### src/rtl/media_sense_pkg.sv
package media_sense_pkg;

    // Sense codes returned to the host
    localparam logic [7:0] SENSE_ALL_CLEAR = 8'h00;
    localparam logic [7:0] SENSE_MEDIA_CHG = 8'h28;
    localparam logic [7:0] SENSE_NO_MEDIA  = 8'h3A;
    localparam logic [7:0] SENSE_QUAL_NONE = 8'h00;

    // Registered state of the status reporter
    typedef struct packed {
        logic       seen_present;   // presence as sampled last cycle
        logic       change_pending; // reinsertion not yet reported
        logic [7:0] code;
        logic [7:0] qual;
    } report_state_t;

endpackage

### src/rtl/presence_filter.sv
module presence_filter #(
    parameter int SYNC_STAGES     = 2,
    parameter int DEBOUNCE_CYCLES = 16   // keep larger than SYNC_STAGES
) (
    input  logic clk,
    input  logic rst_n,
    input  logic pin_raw,
    input  logic active_high,
    output logic level_present
);

    localparam int CNT_W = (DEBOUNCE_CYCLES > 1) ? $clog2(DEBOUNCE_CYCLES) : 1;
    localparam logic [CNT_W-1:0] CNT_LIMIT = CNT_W'(DEBOUNCE_CYCLES - 1);

    typedef struct packed {
        logic [SYNC_STAGES-1:0] sync;
        logic [CNT_W-1:0]       cnt;
        logic                   stable;
    } filt_state_t;

    filt_state_t state_d, state_q;
    logic        sample_present;

    always_comb begin
        state_d        = state_q;
        state_d.sync[0] = pin_raw;
        for (int i = 1; i < SYNC_STAGES; i++) begin
            state_d.sync[i] = state_q.sync[i-1];
        end

        sample_present = active_high ? state_q.sync[SYNC_STAGES-1]
                                     : ~state_q.sync[SYNC_STAGES-1];

        if (sample_present != state_q.stable) begin
            if (state_q.cnt == CNT_LIMIT) begin
                state_d.stable = sample_present;
                state_d.cnt    = '0;
            end else begin
                state_d.cnt = state_q.cnt + 1'b1;
            end
        end else begin
            state_d.cnt = '0;
        end
    end

    always_ff @(posedge clk or negedge rst_n) begin
        if (!rst_n) begin
            state_q.sync   <= '0;
            state_q.cnt    <= '0;
            state_q.stable <= 1'b1;
        end else begin
            state_q <= state_d;
        end
    end

    assign level_present = state_q.stable;

    // accepted level moves only toward a level the sampled pin was showing
    assert_follow_sample_R4: assert property (@(posedge clk) disable iff (!rst_n)
        (state_q.stable != $past(state_q.stable)) |-> $past(sample_present != state_q.stable));

    // a sample that agrees with the accepted level leaves no partial count
    assert_count_restart_R4: assert property (@(posedge clk) disable iff (!rst_n)
        (sample_present == state_q.stable) |=> (state_q.cnt == '0));

endmodule

### src/rtl/sense_reporter.sv
module sense_reporter
    import media_sense_pkg::*;
(
    input  logic       clk,
    input  logic       rst_n,
    input  logic       present,
    input  logic       query,
    output logic [7:0] code,
    output logic [7:0] qual
);

    report_state_t rep_d, rep_q;
    logic          reinserted;
    logic          pending_now;

    always_comb begin
        rep_d       = rep_q;
        reinserted  = present & ~rep_q.seen_present;
        pending_now = rep_q.change_pending | reinserted;

        rep_d.seen_present = present;

        if (query) begin
            rep_d.qual = SENSE_QUAL_NONE;
            if (!present) begin
                rep_d.code = SENSE_NO_MEDIA;
            end else if (pending_now) begin
                rep_d.code = SENSE_MEDIA_CHG;
            end else begin
                rep_d.code = SENSE_ALL_CLEAR;
            end
        end

        if (!present) begin
            rep_d.change_pending = 1'b0;
        end else if (query) begin
            rep_d.change_pending = 1'b0;
        end else begin
            rep_d.change_pending = pending_now;
        end
    end

    always_ff @(posedge clk or negedge rst_n) begin
        if (!rst_n) begin
            rep_q.seen_present   <= 1'b1;
            rep_q.change_pending <= 1'b0;
            rep_q.code           <= SENSE_ALL_CLEAR;
            rep_q.qual           <= SENSE_QUAL_NONE;
        end else begin
            rep_q <= rep_d;
        end
    end

    assign code = rep_q.code;
    assign qual = rep_q.qual;

    assert_no_media_R5: assert property (@(posedge clk) disable iff (!rst_n)
        (query && !present) |=> (code == SENSE_NO_MEDIA && qual == SENSE_QUAL_NONE));

    assert_edge_query_R10: assert property (@(posedge clk) disable iff (!rst_n)
        (query && $rose(present)) |=> (code == SENSE_MEDIA_CHG));

    assert_reported_once_R7: assert property (@(posedge clk) disable iff (!rst_n)
        (query && present && $past(query && present)) |=> (code == SENSE_ALL_CLEAR));

    assert_drop_on_removal_R8: assert property (@(posedge clk) disable iff (!rst_n)
        !present |=> !rep_q.change_pending);

    assert_hold_R9: assert property (@(posedge clk) disable iff (!rst_n)
        !query |=> ($stable(code) && $stable(qual)));

endmodule

### src/rtl/media_sense_tracker.sv
module media_sense_tracker
    import media_sense_pkg::*;
#(
    parameter int SYNC_STAGES     = 2,
    parameter int DEBOUNCE_CYCLES = 16
) (
    input  logic       clk,
    input  logic       rst_n,
    input  logic       presence_pin,
    input  logic       detect_en,
    input  logic       pin_active_high,
    input  logic       query_stb,
    output logic [7:0] sense_code,
    output logic [7:0] sense_qual,
    output logic       media_present
);

    logic filtered_present;
    logic effective_present;

    presence_filter #(
        .SYNC_STAGES    (SYNC_STAGES),
        .DEBOUNCE_CYCLES(DEBOUNCE_CYCLES)
    ) u_filter (
        .clk          (clk),
        .rst_n        (rst_n),
        .pin_raw      (presence_pin),
        .active_high  (pin_active_high),
        .level_present(filtered_present)
    );

    // Disabled detection forces presence
    assign effective_present = ~detect_en | filtered_present;

    sense_reporter u_reporter (
        .clk    (clk),
        .rst_n  (rst_n),
        .present(effective_present),
        .query  (query_stb),
        .code   (sense_code),
        .qual   (sense_qual)
    );

    assign media_present = effective_present;

    assert_bypass_never_absent_R2: assert property (@(posedge clk) disable iff (!rst_n)
        (query_stb && !detect_en) |=> (sense_code != SENSE_NO_MEDIA));

    assert_qual_zero_R6: assert property (@(posedge clk) disable iff (!rst_n)
        sense_qual == SENSE_QUAL_NONE);

endmodule

### config.mk
export PLATFORM = sky130hd
export DESIGN_NAME = media_sense_tracker
export DESIGN_NICKNAME = d
export VERILOG_FILES = /design/src/rtl/media_sense_pkg.sv /design/src/rtl/presence_filter.sv /design/src/rtl/sense_reporter.sv /design/src/rtl/media_sense_tracker.sv
export SDC_FILE = /design/constraint.sdc
export NUM_CORES = 1
export LEC_CHECK = 0
export ABC_AREA = 1
export BUFFER_PORTS_ARGS = -buffer_cell sky130_fd_sc_hd__buf_2
export CORE_AREA = 3 3 40 42
export CTS_CLUSTER_SIZE = 28
export DETAILED_ROUTE_END_ITERATION = 7
export DIE_AREA = 0 0 43 45
export PLACE_DENSITY = 0.73
export SKIP_LAST_GASP = 1
export SYNTH_ARGS = -nofsm -noshare
export SYNTH_HDL_FRONTEND = slang
export SYNTH_SLANG_ARGS = --single-unit
### constraint.sdc
create_clock -name clk -period 1.2 [get_ports clk]
set_input_delay 0.12 -clock clk [delete_from_list [all_inputs] [get_ports clk]]
set_output_delay 0.12 -clock clk [all_outputs]
set_load 0.05 [all_outputs]
==> impl_results.md, run 1 <==
* Status: complete, no violations
* Sequential area share after synthesis at approximately 48%
* Post-layout nets at 88
* Clk_skew at 0.00488 ns
* Hold WC Path Type: primary input to flop
* First-pass GRT wire length at ~1600 µm
* P_leak at ~0.00037 µW
* Commonest cells in the synthesized netlist: 16 x buf_4, 9 x dfrtp_1, 8 x inv_1, 8 x nand2_1, 6 x nand3_1
* Final Hold Vio Count at 0
* Layout cells sized above 1 at between 30% and 40%
* Maximum vdd drop at roughly 590 µV
* Post-synth EDFFs at 0
* CTS sink count at 11
* Share of Yosys cell area claimed by the top area cell type at between 30 and 40%
* WL per Instance at roughly 10 µm
* Final period util at 97.5%
* Sequential Power Share at a little under half
* Gr ovfl total at 0
* Largest net degree at the start of global routing at 12
* Post-route DRC at 0
* Insertion delay to the later sink of the worst-skew pair at roughly 0.25 ns
* Number of synthesized register bits at 11
* Main synth FF type: dfrtp_1
* Int Power at just over 600 µW
* Via total after detailed routing at a little over 400
* DIE AREA at ~1900 µm²
* FMAX at 0.854 GHz
* Slowest stage delay, CP at 0.54 ns
* Most frequent cell after synthesis: buf_4
* Area growth, synth to finish at 14.4%
* I/O Pins at 23
* Initial antenna violation count at 0
* P_sw at between 300 and 400 µW
* Initial DRC Count at 9
* Combinational power share at ~29%
* Detailed Route WL at roughly 980 µm
* Cell family with most CP delay: flip-flops
* Initial cell density of the core at a little under half
* Detailed placer's ending HPWL at around 700 µm
* Worst Setup Start Kind: flop
* Power Dens Cells at roughly 1400 nW/µm²
* IO Port Bufs at 10
* Biggest area consumer among synthesized cells: dfrtp_1
* Clock share of power at 25.0%
* DR vias/cell at approximately 4.4
* Num CTS Buffers at 3
* # diodes at 0
* Launch point of the worst path: u_filter.level_present
* RSZ-0062 raised after global routing: yes
* Setup TNS at 0 ns
* Hold path start: query_stb
* Post-Syn Instances at 65
* Pins over their slew limit at 0
* CP max FO at 2
* Mean Syn Cell Area at around 9.0 µm²
* Async SR Flop Fraction at 100%
* CTS Buffer Depth at 2
* CTS tree: yes
* Core Area at between 1000 and 1500 µm²
* CTS clk-pin slew, worst paths at roughly 0.07 ns
* Minimum clock period at approximately 1.2 ns
* Max Cap Viol at 0
* CP endpoint kind: primary output
* GPL Wtd Cong at approximately 0.65
* DRT Pass-1 Iters at 4
* Slowest-stage cell, CP: dfstp_2
* Count of different cell masters after synthesis at 18
* Reg-to-Reg Start: u_filter.state_q[1]
* Final setup vio count at 0
* Root Buffer Master: clkbuf_4
* CP arrival at roughly 1.1 ns
* YS warnings at 0
* Placed instance count at between 80 and 90
* Die Y at between 40 and 50 µm
* GRT Overall Usage at about an eighth
* CP Class: flop to primary output
* Finished Layout Cells at 95
* Syn Std Cell Area at between 500 and 600 µm²
* Worst Path Required at around 1.1 ns
* Die width at about 43 µm
* Remaining antenna violation count at 0
* Switching part of the total at between 30% and 40%
* CP Buf/Inv Count at 2
* Critical-path cell list: inv_2 -> nand2_4 -> buf_8
* H-tree depth at 1
* Vias in the first global route at approximately 410
* Std-Cell Rows at 13
* Ranking of synthesized cells by area: dfrtp_1 39%, buf_4 21%, dfstp_2 9.0%, nand3_1 5.2%, inv_1 5.2%
[path summary, 6_finish.rpt]
kind / end / slack (ns) / cells after the start
worst max register to register: u_filter.state_q[1] / 0.08 / 5
min in group asynchronous: u_reporter.code[3] / 0.25 / 2
worst min-delay path: u_reporter.rep_q[16] / 0.08 / 2
max in group asynchronous: u_filter.level_present / 0.68 / 2
worst min register to register: u_filter.state_q[6] / 0.35 / 0
worst max-delay path: media_present / 0.03 / 3
[flip-flops by register name, indices dropped and copies added (netlist names)]
signal	cells
u_reporter.code	2
u_reporter.rep_q	2
u_filter.state_d	1
u_filter.level_present	1
u_filter.state_q	5
[layer usage]
metal	vias up	share of wire (%)	routed length [µm]	global-route usage, %
met3	2	5.5	54	3.98
met2	13	53	517	18.0
li1	202	-	-	-
met4	0	1.2	12	7.83
met1	197	40	394	13.9
met5	-	0	0	0
[stage by stage]
step                      worst slack, ns  hold WS [ns]  util, %  area, µm²  power [µW]
after global routing             -0.00860        0.0711     51.9        667        1010
after detailed placement           0.0977     -0.000765     44.8        576         681
final                              0.0295        0.0753     51.9        667         940
after CTS                         0.00438        0.0696     50.3        647         936
after floorplan                    0.0440        -0.176        -        627         682
after global placement              0.118      -0.00339     44.8        576         674
[power groups by stage]
| stage | registers, µW | logic [µW] | clock network (µW) |
|---|---|---|---|
| after global routing | 437 | 291 | 277 |
| after CTS | 433 | 256 | 247 |
| after detailed placement | 440 | 241 | 0 |
| after floorplan | 433 | 249 | 0 |
| after global placement | 435 | 239 | 0 |
| final | 433 | 272 | 235 |
[area by class of cell]
class	count	area (µm²)
multi-input cells	40	200
flip-flops and latches	11	278
repair buffers	16	110
fillers	121	618
inverters	9	33.8
clock buffers	4	26.3
well taps	15	18.8
[worst register-to-register path: cells and delay by family (launching register included)]
kind / cells / cell delay [ns]
and+or+nand+nor: 3 / 0.36
adders and majority gates: 1 / 0.24
buffers and inverters: 1 / 0.04
DFF: 1 / 0.41
[placed cells by master (no fill, tap or decap)]
cell type and instances:
a211oi_1 1, a21oi_1 1, buf_2 9, buf_4 4, buf_8 1, clkbuf_1 1
clkbuf_4 3, conb_1 12, dfrtp_1 9, dfstp_2 2, dlygate4sd3_1 2, ha_1 1
inv_1 7, inv_2 2, nand2_1 7, nand2_4 1, nand3_1 6, nand3_2 1
nand4_1 1, nor2_1 4, nor2_2 1, o21ai_0 2, or2_1 1, xnor2_1 1
[cell families (layout without fill, tap and decap cells)]
logic type               Yosys count  in the layout  share of synthesized area (%)
buffers and inverters             25             29                           26.4
AND/OR/NAND/NOR                   22             22                           17.8
flip-flops                        11             11                           47.6
AO/OA/AOI/OAI                      4              4                           3.86
adder cells (fa/ha/maj)            1              1                           2.15
other                              1             12                          0.643
XOR/XNOR                           1              1                           1.50
[timing repair]
item	CTS	global route
hold buffers	2	0
pin swaps	1	1
setup buffers	2	2
resized for setup	4	1
endpoints found under the setup margin	1	2
hold endpoints to repair	12	0
Note: power is estimated with default switching activity, not from simulation.
==> inputs of run 2 (changes only) <==
Settings changed: CORE_AREA 3 3 40 42 to not set, CORE_MARGIN set to 3, CORE_UTILIZATION set to 45, DIE_AREA 0 0 43 45 to not set, PLACE_DENSITY 0.73 to 0.75, SYNTH_HIERARCHICAL set to 1.
==> run 2 against run 1 <==
Cell count rose by 1.1%; fmax fell by 0.19%; sequential power barely moved; setup slack got worse by 0.0022 ns; global-route usage rose by 0.13 points; core utilization rose by 4.8 points; total power fell by 0.33%; synthesized cell count rose by 6.2%; largest cell class unchanged; critical path type unchanged; critical path depth did not move; highest routed layer unchanged; clock power rose by 5%; register-to-register slack improved by 0.02 ns.
==> impl_results.md, run 2 <==
* Die Y at 42.3 µm (-5.9%)
* Maximum vdd drop at 664 µV (+13%)
* P_leak at 0.000374 µW (+1.5%)
* P_sw at 341 µW (+1.6%)
* Combinational power share at 27.4% (-1.6 points)
* Area occupied by multi-input gates at 210 µm² (+5.0%)
* Vias in the first global route at 342 (-17%)
* Post-synthesis xor/xnor area fraction at 1.47% (-0.028 points)
* Post-layout nets at 90 (+2.3%)
* Final period util at 97.7% (+0.18 points)
* Core Area at 1170 µm² (-8.9%)
* CP arrival at 1.05 ns (about the same)
* Worst R2R Path Depth at 5 (unchanged)
* Insertion delay to the later sink of the worst-skew pair at 0.27 ns (+0.02 ns)
* Hold path start: query_stb
* Clock share of power at 26.4% (+1.4 points)
* CP Class: flop to primary output
* Compound-Gate Fraction of Synth Area at 2.53% (-1.3 points)
* Launch point of the worst path: u_filter/level_present
* Async SR Flop Fraction at 100% (unchanged)
* End of the worst register-to-register path: u_filter/state_q[1]
* Int Power at 595 µW (-1.4%)
* Status: complete, no violations
* CP Depth at 3 (unchanged)
* Post-Syn Instances at 69 (+6.2%)
* Detailed Route WL at 930 µm (-5.0%)
* Worst Setup Start Kind: flop
* Layout cells sized above 1 at 29.3% (-0.73 points)
* Detailed placer's ending HPWL at 688 µm (-2.7%)
* Top reg by flops: u_filter/state_q
* DR vias/cell at 4.46 (+2.3%)
* Slowest-stage cell, CP: dfstp_2
* Most frequent cell after synthesis: buf_4
* Most Crowded Layer GR: met2
* DRT Pass-1 Iters at 4 (unchanged)
* GPL Wtd Cong at 0.731 (+13%)
* GR Util met3 at 3.86% (-0.12 points)
* Finished Layout Cells at 96 (+1.1%)
* CTS clk-pin slew, worst paths at 0.07 ns (about the same)
* Sequential Power Share at 46.2% (about the same)
* RSZ-0062 raised after global routing: yes
* Remaining antenna violation count at 0 (unchanged)
* I/O Pins at 23 (unchanged)
* Num CTS Buffers at 3 (unchanged)
* Critical-path cell list: inv_2 -> nand2_4 -> buf_8
* Largest net degree at the start of global routing at 12 (unchanged)
* IO Port Bufs at 10 (unchanged)
* Reg-to-Reg Start: u_filter/state_q[1]
* Minimum clock period at 1.17 ns (+0.00219 ns)
* Root Buffer Master: clkbuf_4
* Initial DRC Count at 2 (-7)
* Slowest stage delay, CP at 0.54 ns (about the same)
* CTS tree: yes
* Met1 Resource Use GR at 14.4% (+0.55 points)
* Placed instance count at 88 (+3.5%)
* Die width at 42.3 µm (-1.5%)
* Proportion of synthesized area in mux cells at 0% (unchanged)
* Count of different cell masters after synthesis at 17 (-1)
* Final setup vio count at 0 (unchanged)
* Fill count at 105 (-13%)
* Ranking of synthesized cells by area: dfrtp_1 38%, buf_4 20%, dfstp_2 8.8%, nand2_1 8.2%, nand3_1 5.1%
* Critical path endpoint: media_present
* CP max FO at 2 (unchanged)
* H-tree depth at 1 (unchanged)
* Total power at 937 µW (-0.33%)
* DIE AREA at 1790 µm² (-7.4%)
* GRT Overall Usage at 11.8% (+0.13 points)
* Pins over their slew limit at 0 (unchanged)
* Post-synth EDFFs at 0 (unchanged)
* Max Cap Viol at 0 (unchanged)
* Reg area at 278 µm² (unchanged)
* Final Hold Vio Count at 0 (unchanged)
* # diodes at 0 (unchanged)
* Post-Synth Adder-Cell Area at 2.11% (-0.041 points)
* Regs by FF count: u_filter/state_q: 5 flops, u_reporter/code: 2 flops, u_reporter/rep_q: 2 flops
* YS warnings at 6 (+6)
* Share of Yosys cell area claimed by the top area cell type at 37.9% (-0.73 points)
* Commonest cells in the synthesized netlist: 16 x buf_4, 13 x nand2_1, 9 x dfrtp_1
* Largest family of logic cells by synthesized area: buffers and inverters
* CTS sink count at 11 (unchanged)
* Syn Std Cell Area at 594 µm² (+1.9%)
* Area growth, synth to finish at 11.8%
* Via total after detailed routing at 428 (+3.4%)
* Clk_skew at 0.00267 ns (-0.00221 ns)
* Mean Syn Cell Area at 8.61 µm² (-4.0%)
* Number of synthesized register bits at 11 (unchanged)
* Switching part of the total at 36.5% (+0.70 points)
* Synth Area in Simple Gates at 20.0% (+2.2 points)
* Initial cell density of the core at 50.7% (+5.4 points)
* Hold WC Path Type: primary input to flop
* CTS Buffer Depth at 2 (unchanged)
* Commonest non-fill, non-tap cells in the layout: 12 x nand2_1, 12 x conb_1, 9 x buf_2, 9 x dfrtp_1, 7 x inv_1
* CP Buf/Inv Count at 2 (unchanged)
* Std-Cell Rows at 12 (-1)
* WL per Instance at 9.69 µm (-6.0%)
* Initial antenna violation count at 0 (unchanged)
* Biggest area consumer among synthesized cells: dfrtp_1
* First-pass GRT wire length at 1470 µm (-11%)
* Max FFs per register at 5 (unchanged)
* Sequential area share after synthesis at 46.7% (-0.90 points)
* R2R Setup Slk at 0.10 ns (+0.02 ns)
* Met2 usage at 14.9% (-3.1 points)
* Worst Path Required at 1.08 ns (about the same)
* Cell family with most CP delay: flip-flops
* Power Dens Cells at 1410 nW/µm² (about the same)
* CP endpoint kind: primary output
* Main synth FF type: dfrtp_1
* FMAX at 0.853 GHz (-0.19%)
* Post-route DRC at 0 (unchanged)
* Gr ovfl total at 0 (unchanged)
[run 2: worst register-to-register path: cells and delay by family (launching register included)]
kind          cells  cell delay, ns
flops             1            0.41
simple gates      3            0.36
fa+ha+maj         1            0.22
buf+inv           1            0.04
[run 2: per-layer routing]
metal,routed length (µm),up-vias
met5,0,-
met4,42,0
met3,76,5
met2,405,20
met1,405,196
li1,-,207
[run 2: how the worst min path moves through the flow]
stage	depth (start not counted)	slack, ns	end
after CTS	3	0.07	u_reporter/code[3]
final	3	0.08	u_reporter/code[3]
after detailed placement	1	-0.002	u_reporter/code[3]
after floorplan	0	-0.18	u_filter/state_d[6]
after global placement	1	-0.005	u_reporter/code[3]
after global routing	3	0.09	u_reporter/code[3]
[run 2: power by group through the flow]
stage               clock network (µW)  registers (µW)  logic (µW)
floorplan                            0             432         246
global placement                     0             435         238
detailed placement                   0             439         238
CTS                                260             432         254
global route                       282             437         276
finish                             247             433         257
[run 2: final cells by class]
class                      count  share of cell area, %
clock buffer                   4                   3.95
inverter                      10                   5.65
multi-input combinational     43                   31.6
sequential                    11                   41.8
tap                           14                   2.64
timing repair buffer          14                   14.3
[run 2: stage by stage]
stage	setup slack, ns	TNS [ns]	util (%)	cell area (µm²)	hold WS, ns
after floorplan	0.0687	0	-	638	-0.176
after global routing	-0.0113	-0.0113	56.7	664	0.0861
after detailed placement	0.0693	0	50.0	586	-0.00208
after global placement	0.111	0	50.0	586	-0.00547
final	0.0273	0	56.7	664	0.0822
after CTS	0.00584	0	56.1	657	0.0680
[run 2: cell families (layout without fill, tap and decap cells)]
family | Yosys count | after routing
other cells | 1 | 12
buf+inv | 26 | 28
compound gates | 3 | 3
xor+xnor | 1 | 1
fa+ha+maj | 1 | 1
simple gates | 26 | 26
flops | 11 | 11
[run 2: what timing repair did]
action                                 in CTS  in global routing
setup endpoints to repair                   1                  2
buffers inserted                            2                  0
hold buffers                                2                  0
endpoints found under the hold margin      12                  0
pin swaps                                   1                  1
resized for setup                           4                  2
gates cloned                                0                  0
